--- src/rtl/wrrd_pkg.sv ---
package wrrd_pkg;
  typedef enum logic [1:0] {
    CMD_NOP = 2'b00,
    CMD_WR  = 2'b01,
    CMD_RD  = 2'b10
  } cmd_e;

  typedef enum logic [1:0] {
    S_IDLE = 2'b00,
    S_WR   = 2'b01,
    S_RD   = 2'b10
  } st_e;
endpackage

--- src/rtl/wrrd_beat_mask.sv ---
// Per-beat mask for one data slot: a beat is dropped when a cut-in is
// scheduled and its burst index is at or past the kept-beat limit.
module wrrd_beat_mask #(
  parameter int SL_W  = 2,
  parameter int CNT_W = 4
) (
  input  logic [SL_W-1:0]  slot_i,
  input  logic [CNT_W-1:0] lim_i,
  input  logic             cut_i,
  output logic [1:0]       mask_o
);
  for (genvar g = 0; g < 2; g++) begin : g_lane
    assign mask_o[g] = cut_i && ((int'(slot_i) * 2 + g) >= int'(lim_i));
  end
endmodule

--- src/rtl/wrrd_slot_mux.sv ---
// Picks the beat pair of one data slot out of the stored burst.
module wrrd_slot_mux #(
  parameter int DATA_W = 16,
  parameter int BURST  = 8,
  parameter int SL_W   = 2
) (
  input  logic [BURST*DATA_W-1:0] data_i,
  input  logic [SL_W-1:0]         slot_i,
  output logic [2*DATA_W-1:0]     pair_o
);
  localparam int HALF = BURST / 2;
  logic [2*DATA_W-1:0] pairs [HALF];

  for (genvar j = 0; j < HALF; j++) begin : g_pair
    assign pairs[j] = data_i[j*2*DATA_W +: 2*DATA_W];
  end

  always_comb begin
    pair_o = '0;
    for (int j = 0; j < HALF; j++) begin
      if (int'(slot_i) == j) pair_o = pairs[j];
    end
  end
endmodule

--- src/rtl/wrrd_burst_seq.sv ---
module wrrd_burst_seq
  import wrrd_pkg::*;
#(
  parameter int BANK_W   = 2,
  parameter int COL_W    = 10,
  parameter int DATA_W   = 16,
  parameter int BURST    = 8,
  parameter int CAS_LAT  = 3,
  parameter int LAST_GAP = 1
) (
  input  logic                       clk,
  input  logic                       rst,
  input  logic                       wr_req_i,
  input  logic [BANK_W-1:0]          wr_bank_i,
  input  logic [COL_W-1:0]           wr_col_i,
  input  logic [BURST*DATA_W-1:0]    wr_data_i,
  input  logic                       rd_req_i,
  input  logic [BANK_W-1:0]          rd_bank_i,
  input  logic [COL_W-1:0]           rd_col_i,
  output logic [1:0]                 cmd_o,
  output logic [BANK_W-1:0]          bank_o,
  output logic [COL_W-1:0]           col_o,
  output logic [2*DATA_W-1:0]        wdata_o,
  output logic [1:0]                 dm_o,
  output logic                       dq_oe_o,
  output logic                       dqs_oe_o,
  output logic                       rd_valid_o,
  output logic [$clog2(BURST+1)-1:0] commit_o
);
  localparam int HALF   = BURST / 2;
  localparam int RD_END = CAS_LAT + HALF - 1;
  localparam int PH_W   = $clog2(RD_END + 2);
  localparam int CNT_W  = $clog2(BURST + 1);
  localparam int SL_W   = (HALF > 1) ? $clog2(HALF) : 1;

  // control state
  st_e                     st_q, st_n;
  logic [PH_W-1:0]         ph_q, ph_n;
  logic                    pend_q, pend_n;
  logic [BANK_W-1:0]       pbank_q, pbank_n;
  logic [COL_W-1:0]        pcol_q, pcol_n;
  logic                    cut_q, cut_n;
  logic [CNT_W-1:0]        lim_q, lim_n;
  logic [BURST*DATA_W-1:0] wbuf_q;
  logic                    load_w;

  // registered outputs
  logic [1:0]              cmd_q, cmd_n;
  logic [BANK_W-1:0]       bank_q, bank_n;
  logic [COL_W-1:0]        col_q, col_n;
  logic [2*DATA_W-1:0]     wdata_q, wdata_n;
  logic [1:0]              dm_q, dm_n;
  logic                    oe_q, oe_n, dqs_q, dqs_n, rv_q, rv_n;
  logic [CNT_W-1:0]        commit_q, commit_n;

  logic                    wr_take, rd_take, sched;
  logic [CNT_W-1:0]        lim_calc;
  logic [SL_W-1:0]         slot_sel;
  logic [1:0]              slot_mask;
  logic [2*DATA_W-1:0]     slot_pair;

  assign wr_take  = wr_req_i && (st_q == S_IDLE) && !pend_q;
  assign rd_take  = rd_req_i && !pend_q && (st_q == S_IDLE || st_q == S_WR);
  assign sched    = pend_q || rd_take;
  assign slot_sel = SL_W'(ph_q);

  always_comb begin
    int v;
    v = 2 * (int'(ph_q) + 1) - LAST_GAP;
    lim_calc = (v < 0) ? '0 : CNT_W'(v);
  end

  wrrd_beat_mask #(.SL_W(SL_W), .CNT_W(CNT_W)) u_mask (
    .slot_i(slot_sel), .lim_i(lim_calc), .cut_i(sched), .mask_o(slot_mask)
  );

  wrrd_slot_mux #(.DATA_W(DATA_W), .BURST(BURST), .SL_W(SL_W)) u_mux (
    .data_i(wbuf_q), .slot_i(slot_sel), .pair_o(slot_pair)
  );

  always_comb begin
    st_n     = st_q;
    ph_n     = ph_q;
    pend_n   = sched;
    pbank_n  = rd_take ? rd_bank_i : pbank_q;
    pcol_n   = rd_take ? rd_col_i : pcol_q;
    cut_n    = cut_q;
    lim_n    = lim_q;
    load_w   = 1'b0;
    cmd_n    = CMD_NOP;
    bank_n   = bank_q;
    col_n    = col_q;
    wdata_n  = wdata_q;
    dm_n     = 2'b00;
    oe_n     = 1'b0;
    dqs_n    = 1'b0;
    rv_n     = 1'b0;
    commit_n = commit_q;
    unique case (st_q)
      S_IDLE: begin
        if (wr_take) begin
          st_n   = S_WR;
          ph_n   = '0;
          cmd_n  = CMD_WR;
          bank_n = wr_bank_i;
          col_n  = wr_col_i;
          load_w = 1'b1;
          cut_n  = 1'b0;
        end else if (sched) begin
          st_n   = S_RD;
          ph_n   = '0;
          cmd_n  = CMD_RD;
          bank_n = pbank_n;
          col_n  = pcol_n;
          pend_n = 1'b0;
        end
      end
      S_WR: begin
        if (cut_q) begin
          // read cuts in: drop the beat after it, release the bus
          st_n     = S_RD;
          ph_n     = '0;
          cmd_n    = CMD_RD;
          bank_n   = pbank_q;
          col_n    = pcol_q;
          pend_n   = 1'b0;
          cut_n    = 1'b0;
          dm_n     = 2'b11;
          commit_n = lim_q;
        end else if (int'(ph_q) == HALF) begin
          st_n     = S_IDLE;
          commit_n = CNT_W'(BURST);
        end else begin
          ph_n    = ph_q + PH_W'(1);
          oe_n    = 1'b1;
          wdata_n = slot_pair;
          dm_n    = slot_mask;
          dqs_n   = ~&slot_mask;
          cut_n   = sched;
          lim_n   = lim_calc;
        end
      end
      S_RD: begin
        if (int'(ph_q) == RD_END) begin
          st_n = S_IDLE;
        end else begin
          ph_n = ph_q + PH_W'(1);
          rv_n = (int'(ph_q) + 1) >= CAS_LAT;
        end
      end
      default: st_n = S_IDLE;
    endcase
  end

  always_ff @(posedge clk) begin
    if (rst) begin
      st_q     <= S_IDLE;
      ph_q     <= '0;
      pend_q   <= 1'b0;
      pbank_q  <= '0;
      pcol_q   <= '0;
      cut_q    <= 1'b0;
      lim_q    <= '0;
      cmd_q    <= CMD_NOP;
      bank_q   <= '0;
      col_q    <= '0;
      wdata_q  <= '0;
      dm_q     <= 2'b00;
      oe_q     <= 1'b0;
      dqs_q    <= 1'b0;
      rv_q     <= 1'b0;
      commit_q <= '0;
    end else begin
      st_q     <= st_n;
      ph_q     <= ph_n;
      pend_q   <= pend_n;
      pbank_q  <= pbank_n;
      pcol_q   <= pcol_n;
      cut_q    <= cut_n;
      lim_q    <= lim_n;
      cmd_q    <= cmd_n;
      bank_q   <= bank_n;
      col_q    <= col_n;
      wdata_q  <= wdata_n;
      dm_q     <= dm_n;
      oe_q     <= oe_n;
      dqs_q    <= dqs_n;
      rv_q     <= rv_n;
      commit_q <= commit_n;
    end
  end

  always_ff @(posedge clk) begin
    if (load_w) wbuf_q <= wr_data_i;
  end

  assign cmd_o      = cmd_q;
  assign bank_o     = bank_q;
  assign col_o      = col_q;
  assign wdata_o    = wdata_q;
  assign dm_o       = dm_q;
  assign dq_oe_o    = oe_q;
  assign dqs_oe_o   = dqs_q;
  assign rd_valid_o = rv_q;
  assign commit_o   = commit_q;

  // a read never directly follows a write command
  assert_wr_rd_gap_R2: assert property (@(posedge clk) disable iff (rst)
    (cmd_o == CMD_RD) |-> ($past(cmd_o) != CMD_WR));

  // a read that cuts in masks the beat before and the slot after it
  assert_mask_edge_R4: assert property (@(posedge clk) disable iff (rst)
    (cmd_o == CMD_RD && $past(dq_oe_o)) |-> (dm_o == 2'b11 && $past(dm_o[1])));

  // bus released at the read command and while data returns
  assert_bus_free_R5: assert property (@(posedge clk) disable iff (rst)
    (cmd_o == CMD_RD || rd_valid_o) |-> (!dq_oe_o && !dqs_oe_o));

  // strobe only with data, and never for a fully masked slot
  assert_strobe_R6: assert property (@(posedge clk) disable iff (rst)
    dqs_oe_o |-> (dq_oe_o && dm_o != 2'b11));

  // no command is issued during the read data window
  assert_rd_window_R7: assert property (@(posedge clk) disable iff (rst)
    rd_valid_o |-> (cmd_o == CMD_NOP));
endmodule

--- config.mk ---
export PLATFORM = sky130hd
export DESIGN_NAME = wrrd_burst_seq
export DESIGN_NICKNAME = d
export VERILOG_FILES = /design/src/rtl/wrrd_pkg.sv /design/src/rtl/wrrd_beat_mask.sv /design/src/rtl/wrrd_slot_mux.sv /design/src/rtl/wrrd_burst_seq.sv
export SDC_FILE = /design/constraint.sdc
export NUM_CORES = 1
export LEC_CHECK = 0
export BUFFER_PORTS_ARGS = -buffer_cell sky130_fd_sc_hd__buf_4
export CORE_MARGIN = 4
export CORE_UTILIZATION = 35
export CTS_CLUSTER_DIAMETER = 50
export DETAILED_ROUTE_END_ITERATION = 10
export PLACE_DENSITY_LB_ADDON = 0.05
export SLEW_MARGIN = 20
export SYNTH_ARGS = -nofsm -noshare
export SYNTH_HDL_FRONTEND = slang
export SYNTH_SLANG_ARGS = --single-unit
--- constraint.sdc ---
create_clock -name clk -period 3.6 [get_ports clk]
set_clock_uncertainty 0.05 [all_clocks]
set_input_delay 0.54 -clock clk [delete_from_list [all_inputs] [get_ports clk]]
set_output_delay 0.54 -clock clk [all_outputs]
set_load 0.02 [all_outputs]
==> reports/qor.txt <==
RSZ-0062 raised after global routing -> false
Min Tclk post-route -> 2.77 ns
DRC violations left -> 0
Clock Power Share -> 30.3%
Synth warn -> 0
Status -> complete, no violations
Ys async rst share -> 0%
Cells after DPL -> 1140
CP Launch Point -> st_q[1]
Detail Route Antenna Nets -> 0
Overflow after GRT -> 0
Post-synth EDFFs -> 128
GRT Overall Usage -> 15.6%
Seq pwr share -> 40.4%
Hold Path Cell Cnt -> 1
Filler cells -> 2124
Via Count -> 5853
Initial drt markers -> 281
Wirelength per Cell -> 17.5 µm
Final nets -> 1022
Initial antenna violation count -> 0
Worst-path clk slew -> 0.06 ns
Setup TNS Final -> 0 ns
Area grow syn2layout -> 33.2%
Worst min path class -> in2reg
Sequential-to-total area share from yosys stat -> 66.0%
CP startpoint kind -> flop
Routability cong. -> 0.728
Final setup viols -> 0
Avg Vias per Cell -> 4.91
Final core occ -> 47.7%
Netlist Area Pre-Place -> 0.00818 mm²
Global-route wire length before repair -> 32700 µm
Max VDD drop -> 0.000453 V
Hold EP -> wbuf_q[44]
Number of global-route vias before repair -> 6080
Adder-Cell Fraction of Synth Area -> 1.38%
NetSw -> 2920 µW
Critical Path RT -> 3.93 ns
Top FF cell, synth -> edfxtp_1
Start of the worst register-to-register path -> st_q[1]
Die W -> 161 µm
Period utilization -> 77.0%
Pin count of the biggest net entering global routing -> 132
DPL Wire Length -> 13700 µm
Slew HR -> 42.0%
Pwr Density -> 832 mW/mm²
CTS Hold Bufs -> 0
Fin. Hold Viols -> 0
Row count -> 55
Post-Syn Nets -> 827
Die Y -> 161 µm
Cells after Synth -> 662
Fin Hold WS -> 0.132 ns
Worst Path Class, Setup -> reg2reg
Finished Layout Cells -> 1192
Cell-internal power -> 6140 µW
Post-CTS Setup Inserts -> 0
Peak Freq -> 361 MHz
Core box area -> 0.0228 mm²
TritonCTS Buffers -> 28
CP endpoint kind -> flop
Total power -> 9070 µW
Synth Area in XOR/XNOR -> 0.107%
R2R setup slack -> 0.83 ns
Avg Synthesized Cell Area -> 12.4 µm²
Crit path arrival time -> 3.10 ns
Crit-path max FO -> 35
WL final -> 20900 µm
Largest area contributor in the netlist -> edfxtp_1
Share of the synthesized area in the top cell type -> 47.0%
PortBufs -> 210
Top-Level Pins -> 211
Synth Area in Simple Gates -> 12.2%
Layout cells sized above 1 -> 32.9%
Synth Area in Compound Gates -> 14.7%
Sw frac -> 32.2%
Antenna fix cells -> 0
Min-delay src -> wr_data_i[44]
P_leak -> 0.00423 µW
Post_cts resized -> 0
Final Max Slew Viols -> 0
Initial Util -> 35.8%
Largest family of logic cells by synthesized area -> compound AO/OA/AOI/OAI gates
End of the worst register-to-register path -> wdata_o[13]
Clock tree root driver cell -> clkbuf_16
Synth area leaders -> edfxtp_1 (47%), dfxtp_1 (19%), a221oi_1 (3.4%), a21oi_1 (3.4%), a211oi_1 (3.3%)
Mux cell area share after synthesis -> 0.122%
Max cap viols -> 0
Post-synth top cells -> edfxtp_1 (128), dfxtp_1 (78), nor2_1 (56)
Drt pass-1 iters -> 6
TritonCTS Sinks -> 206
Worst Max-Slew Pin Slew -> 0.867 ns
Worst reg-to-reg path cell count -> 6
Post-synthesis sequential element count -> 206
CTS max path bufs -> 3
Combinational share of power -> 29.3%
CTS tree -> built
Clock Latency Late Sink -> 0.53 ns
Count leader, synth -> edfxtp_1
# H-tree levels -> 1
Synth unique cells -> 48
DIE AREA -> 0.0259 mm²
-- cell type report --
| class | instances | area [µm²] | share of cell area [%] |
|---|---|---|---|
| multi-input cells | 365 | 2350 | 21.6 |
| repair buffers | 217 | 1650 | 15.2 |
| inverters | 39 | 149 | 1.37 |
| clock buffers | 39 | 783 | 7.18 |
| well taps | 313 | 392 | 3.59 |
| flip-flops and latches | 206 | 5410 | 49.6 |
| clock inverters | 13 | 166 | 1.53 |
-- layer usage --
layer,share of wire (%),track usage [%],vias to the layer above
li1,-,-,2874
met1,42,19.4,2763
met2,48,26.3,186
met3,8.2,5.49,30
met4,2.1,3.88,0
met5,0,0,-
-- state kept, by name, summed over array words and instances, names as in the netlist --
signal	cells
st_q	2
dq_oe_o	1
cmd_o	2
wdata_o	32
dm_o	2
cut_q	1
wbuf_q	128
lim_q	4
pend_q	1
col_o	10
commit_o	4
rd_valid_o	1
pbank_q	2
bank_o	2
ph_q	3
pcol_q	10
dqs_oe_o	1
-- layout by cell type, fill, tap and decap left out, types with 2 or more instances in the layout --
cell	n
o21ai_0	3
nand2_1	36
nor2b_1	4
nor3_1	31
nand3b_1	34
clkinv_1	3
nand4b_1	2
a32o_1	2
clkbuf_16	29
nor3_2	5
inv_6	2
a21o_1	2
a211oi_1	36
clkinv_4	2
o22ai_2	10
a21oi_1	55
nand2b_1	2
buf_4	215
o221ai_1	12
clkbuf_8	2
or2_2	2
ha_1	5
clkinv_2	2
a221oi_1	32
edfxtp_1	128
nand3_1	7
o22ai_1	2
buf_12	2
dfxtp_1	78
a32oi_1	3
inv_1	37
o21a_1	3
ha_2	4
clkbuf_1	8
nor2_1	56
bufinv_16	3
-- critical path, stage by stage, from the launching register on --
cell and delay [ns]:
dfxtp_1 0.31, inv_1 0.09, ha_1 0.48, nor2b_1 0.50, nand2_2 0.62, a211oi_1 0.46, nor3_1 0.09
-- per-stage QoR --
stage	area [µm²]	worst slack (ns)
after floorplan	8180	0.677
after global routing	10900	0.562
after global placement	9950	0.990
after detailed placement	9950	0.807
final	10900	0.829
after CTS	10900	0.817
-- power by group through the flow --
stage / clock network, µW / registers [µW] / logic, µW
floorplan: 0 / 3920 / 1580
global placement: 0 / 3690 / 2650
detailed placement: 0 / 3710 / 2700
CTS: 2820 / 3670 / 2710
global route: 2930 / 3730 / 2950
finish: 2750 / 3660 / 2650
-- worst max path at each step --
stage | end | slack (ns) | depth (start not counted)
6_report | wdata_o[13] | 0.83 | 6
2_1_floorplan | cut_q | 0.68 | 6
4_1_cts | wdata_o[26] | 0.82 | 6
5_1_grt | wdata_o[15] | 0.56 | 6
3_3_place_gp | wdata_o[27] | 0.99 | 6
3_5_place_dp | wdata_o[13] | 0.81 | 6
-- logic make-up (layout without fill, tap and decap cells) --
family / after synthesis / after routing
compound gates: 165 / 165
xor+xnor: 1 / 1
fa+ha+maj: 9 / 9
buf+inv: 91 / 308
flops: 206 / 206
mux: 1 / 1
simple gates: 189 / 189
(Power assumes the default switching activity.)
